--- config.mk ---
export PLATFORM = sky130hd
export DESIGN_NAME = lpm_ctrl
export DESIGN_NICKNAME = d
export VERILOG_FILES = /design/src/rtl/lpm_pkg.sv /design/src/rtl/lpm_cfg_reg.sv /design/src/rtl/lpm_next_mode.sv /design/src/rtl/lpm_nf_div.sv /design/src/rtl/lpm_ctrl.sv
export SDC_FILE = /design/constraint.sdc
export NUM_CORES = 1
export LEC_CHECK = 0
export ABC_AREA = 1
export BUFFER_PORTS_ARGS = -buffer_cell sky130_fd_sc_hd__buf_2
export CORE_MARGIN = 2
export CORE_UTILIZATION = 34
export DETAILED_ROUTE_END_ITERATION = 6
export HOLD_SLACK_MARGIN = 0.05
export MAX_ROUTING_LAYER = met4
export SYNTH_ARGS = -nofsm -noshare
export SYNTH_HDL_FRONTEND = slang
export SYNTH_SLANG_ARGS = --single-unit
--- constraint.sdc ---
create_clock -name clk_i -period 2.72 [get_ports clk_i]
set_input_delay 0.408 -clock clk_i [delete_from_list [all_inputs] [get_ports clk_i]]
set_output_delay 0.408 -clock clk_i [all_outputs]
set_load 0.02 [all_outputs]
--- src/rtl/lpm_pkg.sv ---
package lpm_pkg;
  typedef enum logic [2:0] {
    M_HIGH   = 3'd0,
    M_MED    = 3'd1,
    M_SLEEP  = 3'd2,
    M_SSBY   = 3'd3,
    M_WATCH  = 3'd4,
    M_SUBACT = 3'd5,
    M_SUBSLP = 3'd6
  } lpm_mode_e;

  typedef struct packed {
    logic dton;
    logic lson;
    logic nesel;
    logic excle;
  } lpm_cfg_t;

  localparam int unsigned CFG_W = 4;
endpackage

--- src/rtl/lpm_cfg_reg.sv ---
module lpm_cfg_reg import lpm_pkg::*; #(
  parameter int unsigned DW = 8
) (
  input  logic          clk_i,
  input  logic          rst_ni,
  input  logic          we_i,
  input  logic [DW-1:0] wdata_i,
  output lpm_cfg_t      cfg_o,
  output logic [DW-1:0] rdata_o
);
  localparam int unsigned RSVD_W = DW - CFG_W;

  lpm_cfg_t cfg_q;

  always_ff @(posedge clk_i or negedge rst_ni) begin
    if (!rst_ni)   cfg_q <= '0;
    else if (we_i) cfg_q <= lpm_cfg_t'(wdata_i[DW-1 -: CFG_W]);
  end

  assign cfg_o   = cfg_q;
  assign rdata_o = {cfg_q, {RSVD_W{1'b0}}};
endmodule

--- src/rtl/lpm_next_mode.sv ---
module lpm_next_mode import lpm_pkg::*; (
  input  lpm_mode_e mode_i,
  input  logic      pend_i,
  input  logic      ret_med_i,
  input  logic      dton_i,
  input  logic      lson_i,
  input  logic      excle_i,
  input  logic      sleep_i,
  input  logic      stop_req_i,
  input  logic      keep_tmr_i,
  input  logic      med_req_i,
  input  logic      irq_i,
  input  logic      osc_ready_i,
  output lpm_mode_e mode_o,
  output logic      pend_o,
  output logic      ret_med_o
);
  lpm_mode_e fallback;

  always_comb begin
    fallback  = stop_req_i ? M_SSBY : M_SLEEP;
    mode_o    = mode_i;
    pend_o    = pend_i;
    ret_med_o = ret_med_i;
    unique case (mode_i)
      M_HIGH, M_MED: begin
        if (sleep_i) begin
          ret_med_o = (mode_i == M_MED);
          if (!dton_i) begin
            if (!stop_req_i)                           mode_o = M_SLEEP;
            else if (keep_tmr_i && mode_i == M_HIGH)   mode_o = M_WATCH;
            else                                       mode_o = M_SSBY;
          end else if (lson_i && excle_i && mode_i == M_HIGH) begin
            mode_o = M_SUBACT;
          end else begin
            mode_o = fallback;
          end
        end else begin
          mode_o = med_req_i ? M_MED : M_HIGH;
        end
      end
      M_SLEEP: if (irq_i) mode_o = ret_med_i ? M_MED : M_HIGH;
      M_SSBY: begin
        if (pend_i) begin
          if (osc_ready_i) begin
            mode_o = M_HIGH;
            pend_o = 1'b0;
          end
        end else if (irq_i) begin
          pend_o = 1'b1;
        end
      end
      M_WATCH: begin
        if (pend_i) begin
          if (osc_ready_i) begin
            mode_o = M_HIGH;
            pend_o = 1'b0;
          end
        end else if (irq_i) begin
          if (lson_i) mode_o = M_SUBACT;
          else        pend_o = 1'b1;
        end
      end
      M_SUBACT: begin
        if (sleep_i) begin
          if (dton_i && !lson_i) mode_o = M_HIGH;
          else                   mode_o = stop_req_i ? M_WATCH : M_SUBSLP;
        end
      end
      M_SUBSLP: if (irq_i) mode_o = M_SUBACT;
      default: begin
        mode_o = M_HIGH;
        pend_o = 1'b0;
      end
    endcase
  end
endmodule

--- src/rtl/lpm_nf_div.sv ---
module lpm_nf_div #(
  parameter int unsigned DIV_SLOW = 32,
  parameter int unsigned DIV_FAST = 4
) (
  input  logic clk_i,
  input  logic rst_ni,
  input  logic fast_i,
  output logic tick_o
);
  localparam int unsigned CW = (DIV_SLOW > 1) ? $clog2(DIV_SLOW) : 1;
  localparam logic [CW-1:0] LIM_SLOW = CW'(DIV_SLOW - 1);
  localparam logic [CW-1:0] LIM_FAST = CW'(DIV_FAST - 1);

  logic [CW-1:0] cnt_q;
  logic [CW-1:0] lim;

  assign lim    = fast_i ? LIM_FAST : LIM_SLOW;
  assign tick_o = (cnt_q >= lim);

  always_ff @(posedge clk_i or negedge rst_ni) begin
    if (!rst_ni)     cnt_q <= '0;
    else if (tick_o) cnt_q <= '0;
    else             cnt_q <= cnt_q + 1'b1;
  end
endmodule

--- src/rtl/lpm_ctrl.sv ---
module lpm_ctrl import lpm_pkg::*; #(
  parameter int unsigned DW       = 8,
  parameter int unsigned DIV_SLOW = 32,
  parameter int unsigned DIV_FAST = 4
) (
  input  logic          clk_i,
  input  logic          rst_ni,
  input  logic          reg_we_i,
  input  logic [DW-1:0] reg_wdata_i,
  output logic [DW-1:0] reg_rdata_o,
  input  logic          sleep_i,
  input  logic          stop_req_i,
  input  logic          keep_tmr_i,
  input  logic          med_req_i,
  input  logic          irq_i,
  input  logic          osc_ready_i,
  output logic [2:0]    mode_o,
  output logic          main_clk_en_o,
  output logic          sub_clk_en_o,
  output logic          cpu_clk_en_o,
  output logic          nf_tick_o
);
  lpm_cfg_t  cfg;
  lpm_mode_e mode_q, mode_d;
  logic      pend_q, pend_d;
  logic      ret_med_q, ret_med_d;

  lpm_cfg_reg #(.DW(DW)) u_reg (
    .clk_i   (clk_i),
    .rst_ni  (rst_ni),
    .we_i    (reg_we_i),
    .wdata_i (reg_wdata_i),
    .cfg_o   (cfg),
    .rdata_o (reg_rdata_o)
  );

  lpm_next_mode u_nxt (
    .mode_i      (mode_q),
    .pend_i      (pend_q),
    .ret_med_i   (ret_med_q),
    .dton_i      (cfg.dton),
    .lson_i      (cfg.lson),
    .excle_i     (cfg.excle),
    .sleep_i     (sleep_i),
    .stop_req_i  (stop_req_i),
    .keep_tmr_i  (keep_tmr_i),
    .med_req_i   (med_req_i),
    .irq_i       (irq_i),
    .osc_ready_i (osc_ready_i),
    .mode_o      (mode_d),
    .pend_o      (pend_d),
    .ret_med_o   (ret_med_d)
  );

  lpm_nf_div #(.DIV_SLOW(DIV_SLOW), .DIV_FAST(DIV_FAST)) u_nf (
    .clk_i  (clk_i),
    .rst_ni (rst_ni),
    .fast_i (cfg.nesel),
    .tick_o (nf_tick_o)
  );

  always_ff @(posedge clk_i or negedge rst_ni) begin
    if (!rst_ni) begin
      mode_q    <= M_HIGH;
      pend_q    <= 1'b0;
      ret_med_q <= 1'b0;
    end else begin
      mode_q    <= mode_d;
      pend_q    <= pend_d;
      ret_med_q <= ret_med_d;
    end
  end

  always_comb begin
    cpu_clk_en_o  = 1'b0;
    main_clk_en_o = pend_q;
    unique case (mode_q)
      M_HIGH, M_MED: begin
        cpu_clk_en_o  = 1'b1;
        main_clk_en_o = 1'b1;
      end
      M_SLEEP:  main_clk_en_o = 1'b1;
      M_SUBACT: cpu_clk_en_o  = 1'b1;
      default: ;
    endcase
  end

  assign sub_clk_en_o = cfg.excle && (mode_q != M_SSBY);
  assign mode_o       = mode_q;
endmodule

==> results of run 1 <==
==> path summary, 6_finish.rpt <==
kind | to | slack, ns | cells past startpoint
max | nf_tick_o | 0.62 | 6
min | u_reg.cfg_o[0] | 0.32 | 3
max reg2reg | u_nf.cnt_q[0] | 1.33 | 6
min reg2reg | u_nf.cnt_q[0] | 0.49 | 1
max in group asynchronous | u_reg.cfg_o[2] | 1.93 | 2
min in group asynchronous | mode_o[2] | 0.54 | 2
==> per-layer routing <==
metal	part of all wire [%]	GRT usage (%)
met5	0	-
met4	2.8	6.31
met3	5.1	1.59
met2	44	20.4
met1	48	18.3
==> flip-flops by register name, summed over array words and instances (netlist names) <==
name	count
mode_o	3
pend_q	1
ret_med_q	1
u_nf.cnt_q	5
u_reg.cfg_o	4
==> worst max-delay path, cell delays in order, from the launching register on <==
cell     delay [ns]
dfrtp_1        0.44
ha_1           0.33
nand2_1        0.07
inv_1          0.05
nand4_1        0.06
nand4_1        0.21
buf_2          0.24
==> cell type report <==
class | instances | area [µm²]
Timing Repair Buffer | 24 | 125
Sequential cell | 14 | 350
Fill cell | 294 | 1600
Multi-Input combinational cell | 98 | 502
Clock buffer | 4 | 36.3
Tap cell | 31 | 38.8
Inverter | 16 | 60.1
==> cell families (layout without fill, tap and decap cells) <==
logic type | count (synthesis) | in the layout | synth area share [%]
xor+xnor | 3 | 3 | 2.73
compound gates | 13 | 13 | 7.55
buf+inv | 24 | 44 | 12.5
simple gates | 73 | 73 | 34.0
flops | 14 | 14 | 36.5
fa+ha+maj | 4 | 4 | 5.21
mux | 1 | 1 | 1.17
other cells | 1 | 4 | 0.390
==> power by group through the flow <==
stage	Combinational, mW	Clock [mW]	Sequential, mW
finish	0.646	0.155	0.378
global route	0.738	0.173	0.391
CTS	0.650	0.158	0.378
detailed placement	0.645	0	0.382
global placement	0.640	0	0.378
floorplan	0.478	0	0.389
==> cell usage in the layout, fill, tap and decap left out <==
cell           instances
clkbuf_4               3
inv_2                  1
dlygate4sd3_1          1
o21ai_0                5
dfrtp_1               14
inv_1                 15
xnor2_1                1
nand3_1                9
nor2_2                 2
ha_1                   4
clkbuf_8               1
nand2_4                1
o21bai_1               2
xor2_1                 2
a21oi_1                5
buf_2                 23
mux2_2                 1
nand2_1               40
nor2_4                 1
nor2_1                13
nand3_2                1
a21boi_1               1
conb_1                 4
nand4_1                6
==> through the flow <==
step | utilization, % | area, µm² | hold WS (ns)
floorplan | - | 972 | 0.112
global placement | 39.3 | 1070 | 0.323
detailed placement | 39.3 | 1070 | 0.332
CTS | 41.0 | 1110 | 0.326
global route | 41.0 | 1110 | 0.327
finish | 41.0 | 1110 | 0.318
==> flow_summary.json, run 1 <==
{
  "core_mm2": 0.00271,
  "routed_wl_um": 2010,
  "yosys.area.top_type": "dfrtp_1",
  "cts.path.max_buffers": 2,
  "power_density_mw_per_mm2": 1060,
  "drt-initial-drc-count": 21,
  "cts_inserted_buffers": 3,
  "ir_worst_vdd_mv": 0.468,
  "start_util_pct": 35.5,
  "grt_max_degree": 15,
  "yosysMostFrequentCell": "nand2_1",
  "num_vias": 900,
  "firstDrtPassIters": 4,
  "drive_above_1_share_pct": 21.8,
  "synthCells": 133,
  "die_w_um": 57.2,
  "synth_warnings": 0,
  "post-route-drc-count": 0,
  "hold_violations": 0,
  "netSwitchingFraction_pct": 49.0,
  "timing.fmax_mhz": 477,
  "antenna_cells": 0,
  "hpwl_um": 1610,
  "cts_setup_buffers": 0,
  "min_period_ns": 2.10,
  "htree_levels": 1,
  "syn2layout_area_growth_pct": 15.8,
  "cts_resized": 0,
  "drv_cap": 0,
  "dp_cells": 182,
  "hold_path_class": "input pin to register",
  "total_power_mw": 1.18,
  "worstHoldStart": "reg_wdata_i[4]",
  "p_leak_nw": 0.638,
  "worstSetupEndpointType": "primary output",
  "synth_ff_type": "dfrtp_1",
  "io_pins": 32,
  "num_rows": 19,
  "clock_latency_ns": 0.29,
  "clock_skew_ns": 0.00815,
  "cts_hold_buf": 1,
  "clk_pin_slew_worst_paths_ns": 0.10,
  "status": "finished, final reports clean",
  "ctsRootBufferMaster": "clkbuf_4",
  "fin_ws_ns": 0.624,
  "crit_path_max_fanout": 6,
  "path_class": "register to primary output",
  "synth_commonest_cells": "nand2_1 (40), inv_1 (15), dfrtp_1 (14)",
  "overflow": 0,
  "synth_seq_cells": 14,
  "yosysSeqAreaShare_pct": 36.5,
  "synth_top_area_share_pct": 36.5,
  "tns_ns": 0,
  "netlist_top_cells_area": "dfrtp_1 (36%), nand2_1 (16%), buf_4 (6.3%), inv_1 (5.9%), ha_1 (5.2%)",
  "via_per_inst": 4.81,
  "gp_congestion": 0.844,
  "ys_types": 21,
  "synth_edf_count": 0,
  "startpoint": "u_reg.cfg_o[1]",
  "setup_viol": 0,
  "grt.total_usage_pct": 13.6,
  "final-instance-count-excl-fill": 187,
  "synthesis.area_um2": 961,
  "p_clk_share_pct": 13.2,
  "postSynthAreaPerCell_um2": 7.22,
  "async_flop_share_pct": 100,
  "final_nets": 178,
  "pwr-share-comb_pct": 54.8,
  "port_buffers": 23,
  "p_int_uw": 601,
  "cts_tree": "done",
  "ant_nets": 0,
  "switching_power_uw": 577,
  "clock-sinks": 14,
  "cp.arrival_ns": 1.69,
  "pwr-share-seq_pct": 32.1,
  "slew_violations": 0,
  "wl_per_cell_um": 10.8,
  "grt_pass1_vias": 806,
  "critPathLaunchType": "register",
  "critPathRequiredTime_ns": 2.31,
  "r2r-start": "u_reg.cfg_o[1]",
  "antenna_found_initial": 0,
  "pre_cts_ws_ns": 0.934,
  "min_period_over_period_pct": 77.1,
  "rsz0062_at_grt": "no",
  "die_h_um": 57.2,
  "die-area_mm2": 0.00327,
  "grt_pass1_wl_um": 3370
}
(Power assumes the default switching activity.)
==> run 2, diff against run 1 <==
==> constraint.sdc (replaced) <==
create_clock -name clk_i -period 2.08 [get_ports clk_i]
set_input_delay 0.312 -clock clk_i [delete_from_list [all_inputs] [get_ports clk_i]]
set_output_delay 0.312 -clock clk_i [all_outputs]
set_load 0.02 [all_outputs]
==> run 2 against run 1 <==
Compared with the run above: flip-flop and latch count stayed put; first-iteration DRC count grew 29%; sequential power grew 31%; critical path depth did not move; via count rose by 1.8%; clock skew increased by 0.0052 ns; clock-buffer cell count unchanged; routed wire length grew 4.4%; power is 33% higher; die area unchanged; critical path type unchanged; critical endpoint unchanged.
==> flow_summary.json, run 2 (same netlist as run 1, synthesis figures left out) <==
{
  "num_vias": 916,
  "clock_latency_ns": 0.29,
  "worstPathCellList": "ha_1, nand2_1, inv_1, nand2_1, nand4_1, buf_2",
  "die_h_um": 57.2,
  "critical_path_buf_inv_count": 2,
  "cts_tree": "done",
  "drt-initial-drc-count": 27,
  "top_register": "u_nf.cnt_q",
  "netSwitchingFraction_pct": 49.0,
  "rsz0062_at_grt": "no",
  "routed_wl_um": 2100,
  "critPathLaunchType": "register",
  "clk_pin_slew_worst_paths_ns": 0.10,
  "post-route-drc-count": 0,
  "ant_nets": 0,
  "hold_violations": 0,
  "min_period_ns": 1.89,
  "r2r-end": "u_nf.cnt_q[2]",
  "cts.path.max_buffers": 2,
  "die-area_mm2": 0.00327,
  "ir_worst_vdd_mv": 0.669,
  "cts_resized": 0,
  "crit_family": "flip-flops",
  "ff2ff_setup_slack_ns": 0.66,
  "grt_pass1_vias": 817,
  "worstSetupEndpointType": "primary output",
  "pwr-share-seq_pct": 31.5,
  "placed_cell_area_mm2": 0.00107,
  "overflow": 0,
  "hold_path_class": "input pin to register",
  "grt_max_degree": 15,
  "slowest_delay_ns": 0.43,
  "final_nets": 179,
  "setup_viol": 0,
  "start_util_pct": 35.5,
  "path_depth": 6,
  "seq_area_um2": 350,
  "crit_path_frequent_cell": "nand2_1",
  "cts_inserted_buffers": 3,
  "status": "finished, final reports clean",
  "firstDrtPassIters": 4,
  "fillers": 306,
  "htree_levels": 1,
  "cp.arrival_ns": 1.58,
  "startpoint": "u_reg.cfg_o[1]",
  "antenna_cells": 0,
  "layout_common_cells": "nand2_1 (40), buf_2 (23), inv_1 (15)",
  "port_buffers": 23,
  "grt.total_usage_pct": 13.7,
  "ctsRootBufferMaster": "clkbuf_4",
  "slew_violations": 0,
  "p_leak_nw": 0.643,
  "layout_commonest_cell": "nand2_1",
  "syn2layout_area_growth_pct": 16.5,
  "cp-endpoint": "nf_tick_o",
  "final_cell_area_mm2": 0.00112,
  "r2r-start": "u_reg.cfg_o[1]",
  "timing.fmax_mhz": 529,
  "r2r_cells": 7,
  "path_class": "register to primary output",
  "critPathRequiredTime_ns": 1.77,
  "antenna_found_initial": 0,
  "switching_power_uw": 770,
  "drv_cap": 0,
  "hpwl_um": 1630,
  "multiInputGateArea_um2": 502,
  "largest_reg_flops": 5,
  "p_int_uw": 801,
  "gp_congestion": 0.827,
  "clock_skew_ns": 0.0133,
  "clock-sinks": 14,
  "crit_path_max_fanout": 5,
  "grt_pass1_wl_um": 3450,
  "core_mm2": 0.00271,
  "drive_above_1_share_pct": 22.3,
  "min_period_over_period_pct": 90.8,
  "tns_ns": 0,
  "p_clk_share_pct": 12.9,
  "total_power_mw": 1.57,
  "die_w_um": 57.2,
  "via_per_inst": 4.87,
  "num_rows": 19,
  "worst_path_max_delay_cell": "dfrtp_1",
  "pwr-share-comb_pct": 55.6,
  "wl_per_cell_um": 11.2,
  "power_density_mw_per_mm2": 1400,
  "io_pins": 32
}
[run 2: cell types whose count changed in the layout (fill, tap and decap cells not counted), sizes merged]
cell	previous run	this run
buf	23	24
[run 2: cell type report]
| type | instances | area share, % |
|---|---|---|
| inverter | 16 | 5.36 |
| tap | 31 | 3.46 |
| clock buffer | 4 | 3.24 |
| timing repair buffer | 25 | 11.8 |
| sequential | 14 | 31.3 |
| multi-input combinational | 98 | 44.8 |
[run 2: timing repair]
| action | in CTS | in global routing |
|---|---|---|
| setup endpoints to repair | 0 | 1 |
| hold buffers | 1 | 0 |
| setup buffers | 0 | 1 |
| endpoints found under the hold margin | 14 | 0 |
[run 2: how the worst min path moves through the flow]
stage | slack, ns | cells past startpoint | startpoint | endpoint
finish | 0.23 | 3 | reg_wdata_i[4] | u_reg.cfg_o[0]
global placement | 0.23 | 1 | rst_ni | mode_o[2]
floorplan | 0.02 | 0 | rst_ni | mode_o[0]
global route | 0.24 | 3 | reg_wdata_i[6] | u_reg.cfg_o[2]
CTS | 0.23 | 3 | reg_wdata_i[4] | u_reg.cfg_o[0]
detailed placement | 0.23 | 1 | rst_ni | mode_o[2]
[run 2: stage by stage]
| stage | setup WS, ns | hold slack [ns] | std cells | utilization, % |
|---|---|---|---|---|
| after floorplan | 0.605 | 0.0164 | 136 | - |
| after global placement | 0.437 | 0.227 | 182 | 39.3 |
| after detailed placement | 0.397 | 0.229 | 182 | 39.3 |
| after CTS | 0.0833 | 0.235 | 187 | 41.0 |
| after global routing | 0.0326 | 0.239 | 188 | 41.3 |
| final | 0.191 | 0.231 | 188 | 41.3 |
[run 2: layer usage]
| metal | GRT usage (%) | up-vias | wire length (µm) | part of all wire, % |
|---|---|---|---|---|
| met4 | 5.98 | 0 | 44 | 2.1 |
| li1 | - | 462 | - | - |
| met3 | 1.59 | 7 | 116 | 5.5 |
| met2 | 19.9 | 33 | 917 | 44 |
| met1 | 19.1 | 414 | 1020 | 49 |
| met5 | - | - | 0 | 0 |
[run 2: tightest hold or removal path, stage by stage]
cell and delay, ns:
buf_2 0.08, nand2_1 0.03, o21ai_0 0.06
[run 2: power groups by stage]
stage,clock (mW),sequential [mW],combinational (mW)
after detailed placement,0,0.499,0.850
after floorplan,0,0.509,0.625
after global placement,0,0.494,0.835
after global routing,0.228,0.513,0.994
final,0.202,0.495,0.873
after CTS,0.206,0.495,0.857
==> run 3, diff against run 2 <==
--- a/config.mk
+++ b/config.mk
@@ -7,11 +7,16 @@
 export LEC_CHECK = 0
 export ABC_AREA = 1
 export BUFFER_PORTS_ARGS = -buffer_cell sky130_fd_sc_hd__buf_2
+export CELL_PAD_IN_SITES_DETAIL_PLACEMENT = 1
+export CELL_PAD_IN_SITES_GLOBAL_PLACEMENT = 1
+export CORE_ASPECT_RATIO = 0.9
 export CORE_MARGIN = 2
 export CORE_UTILIZATION = 34
+export CTS_CLUSTER_SIZE = 25
 export DETAILED_ROUTE_END_ITERATION = 6
 export HOLD_SLACK_MARGIN = 0.05
 export MAX_ROUTING_LAYER = met4
+export PLACE_DENSITY_LB_ADDON = 0.1
 export SYNTH_ARGS = -nofsm -noshare
 export SYNTH_HDL_FRONTEND = slang
 export SYNTH_SLANG_ARGS = --single-unit
==> run 3 against run 2 <==
Compared with the run above: clock power fell by 26%; sequential power about the same; die area about the same; sequential share of layout area rose by 0.070 points; flip-flop and latch count did not move; clock skew decreased by 0.013 ns; non-clock buffer count did not move; critical endpoint unchanged.
==> flow_summary.json, run 3 (same netlist as run 1, synthesis figures left out) <==
{
  "r2r-end": "u_nf.cnt_q[0]",
  "worstSetupEndpointType": "primary output",
  "layout_commonest_cell": "nand2_1",
  "port_buffers": 23,
  "r2r-start": "u_reg.cfg_o[1]",
  "status": "finished, final reports clean",
  "cts.path.max_buffers": 2,
  "largest_reg_flops": 5,
  "top_register": "u_nf.cnt_q",
  "post-route-drc-count": 0,
  "total_power_mw": 1.53,
  "cts_tree": "done",
  "overflow": 0,
  "critPathRequiredTime_ns": 1.77,
  "drt-initial-drc-count": 18,
  "netSwitchingFraction_pct": 50.2,
  "drive_above_1_share_pct": 21.8,
  "timing.fmax_mhz": 530,
  "start_util_pct": 35.3,
  "clk_pin_slew_worst_paths_ns": 0.07,
  "drv_cap": 0,
  "cp.arrival_ns": 1.58,
  "p_int_uw": 763,
  "layout_common_cells": "nand2_1 (40), buf_2 (23), inv_1 (15)",
  "setup_viol": 0,
  "routed_wl_um": 2290,
  "grt_pass1_vias": 853,
  "slew_violations": 0,
  "pwr-share-comb_pct": 58.1,
  "ctsRootBufferMaster": "clkbuf_4",
  "antenna_found_initial": 0,
  "crit_path_max_fanout": 5,
  "clock_skew_ns": 0.000761,
  "hold_path_class": "input pin to register",
  "cts_inserted_buffers": 3,
  "htree_levels": 1,
  "ant_nets": 0,
  "via_per_inst": 4.65,
  "startpoint": "u_reg.cfg_o[1]",
  "grt_pass1_wl_um": 3790,
  "ir_worst_vdd_mv": 0.501,
  "clock-sinks": 14,
  "final_cell_area_mm2": 0.00112,
  "placed_cell_area_mm2": 0.00108,
  "cts_setup_buffers": 0,
  "die_w_um": 60.0,
  "io_pins": 32,
  "final_nets": 179,
  "hpwl_um": 1880,
  "clock_latency_ns": 0.28,
  "p_clk_share_pct": 9.7,
  "power_density_mw_per_mm2": 1370,
  "r2r_cells": 5,
  "ff2ff_setup_slack_ns": 0.63,
  "path_class": "register to primary output",
  "firstDrtPassIters": 3,
  "grt.total_usage_pct": 16.4,
  "antenna_cells": 0,
  "min_period_over_period_pct": 90.8,
  "wl_per_cell_um": 11.7,
  "p_leak_nw": 0.636,
  "die-area_mm2": 0.00327,
  "pwr-share-seq_pct": 32.2,
  "core_mm2": 0.00273,
  "holdWs_ns": 0.233,
  "grt_max_degree": 15,
  "cp-endpoint": "nf_tick_o",
  "num_vias": 911,
  "rsz0062_at_grt": "no",
  "syn2layout_area_growth_pct": 16.3,
  "min_period_ns": 1.89,
  "num_rows": 18,
  "tns_ns": 0,
  "hold_violations": 0,
  "critPathLaunchType": "register",
  "gp_congestion": 0.792,
  "die_h_um": 54.4,
  "switching_power_uw": 768
}
[run 3: critical path, cell delays in order (launching register included)]
cell	delay [ns]
dfrtp_1	0.43
ha_1	0.34
nand2_1	0.06
inv_1	0.07
nand4_1	0.09
nand4_1	0.12
buf_2	0.18
[run 3: area by class of cell]
cell class	count	area (µm²)
Inverter	16	60.1
Clock buffer	3	22.5
Sequential cell	14	350
Multi-Input combinational cell	98	502
Tap cell	40	50.0
Timing Repair Buffer	25	133
Fill cell	363	1610
[run 3: worst min-delay path by stage]
stage	start	endpoint	slack, ns	cells past startpoint
final	reg_wdata_i[4]	u_reg.cfg_o[0]	0.23	3
after global routing	reg_wdata_i[6]	u_reg.cfg_o[2]	0.25	3
after CTS	reg_wdata_i[4]	u_reg.cfg_o[0]	0.23	3
after detailed placement	rst_ni	u_nf.cnt_q[3]	0.23	1
after global placement	rst_ni	u_nf.cnt_q[3]	0.23	1
after floorplan	rst_ni	mode_o[0]	0.02	0
[run 3: timing repair]
item,CTS,global route
hold buffers,1,0
endpoints found under the hold margin,14,0
gates resized for setup,0,0
[run 3: stage by stage]
stage	worst slack [ns]	utilization, %	instances
finish	0.192	41.0	196
global route	0.0575	41.0	196
CTS	0.166	41.0	196
detailed placement	0.495	39.8	192
global placement	0.583	39.8	192
floorplan	0.605	-	136
[run 3: per-layer routing]
metal  wire length [µm]  vias to the layer above  GRT usage, %  part of all wire [%]
met5                  0                        -             -                     0
met4                 25                        0          4.44                   1.1
met3                 86                        5          4.26                   3.8
met2                978                       19          24.6                    43
met1               1200                      424          22.0                    52
li1                   -                      463             -                     -
[run 3: power groups by stage]
stage	combinational (mW)	sequential, mW	clock, mW
2_1_floorplan	0.625	0.509	0
3_3_place_gp	0.872	0.497	0
3_5_place_dp	0.897	0.500	0
4_1_cts	0.903	0.496	0.160
5_1_grt	1.01	0.512	0.174
6_report	0.890	0.493	0.149
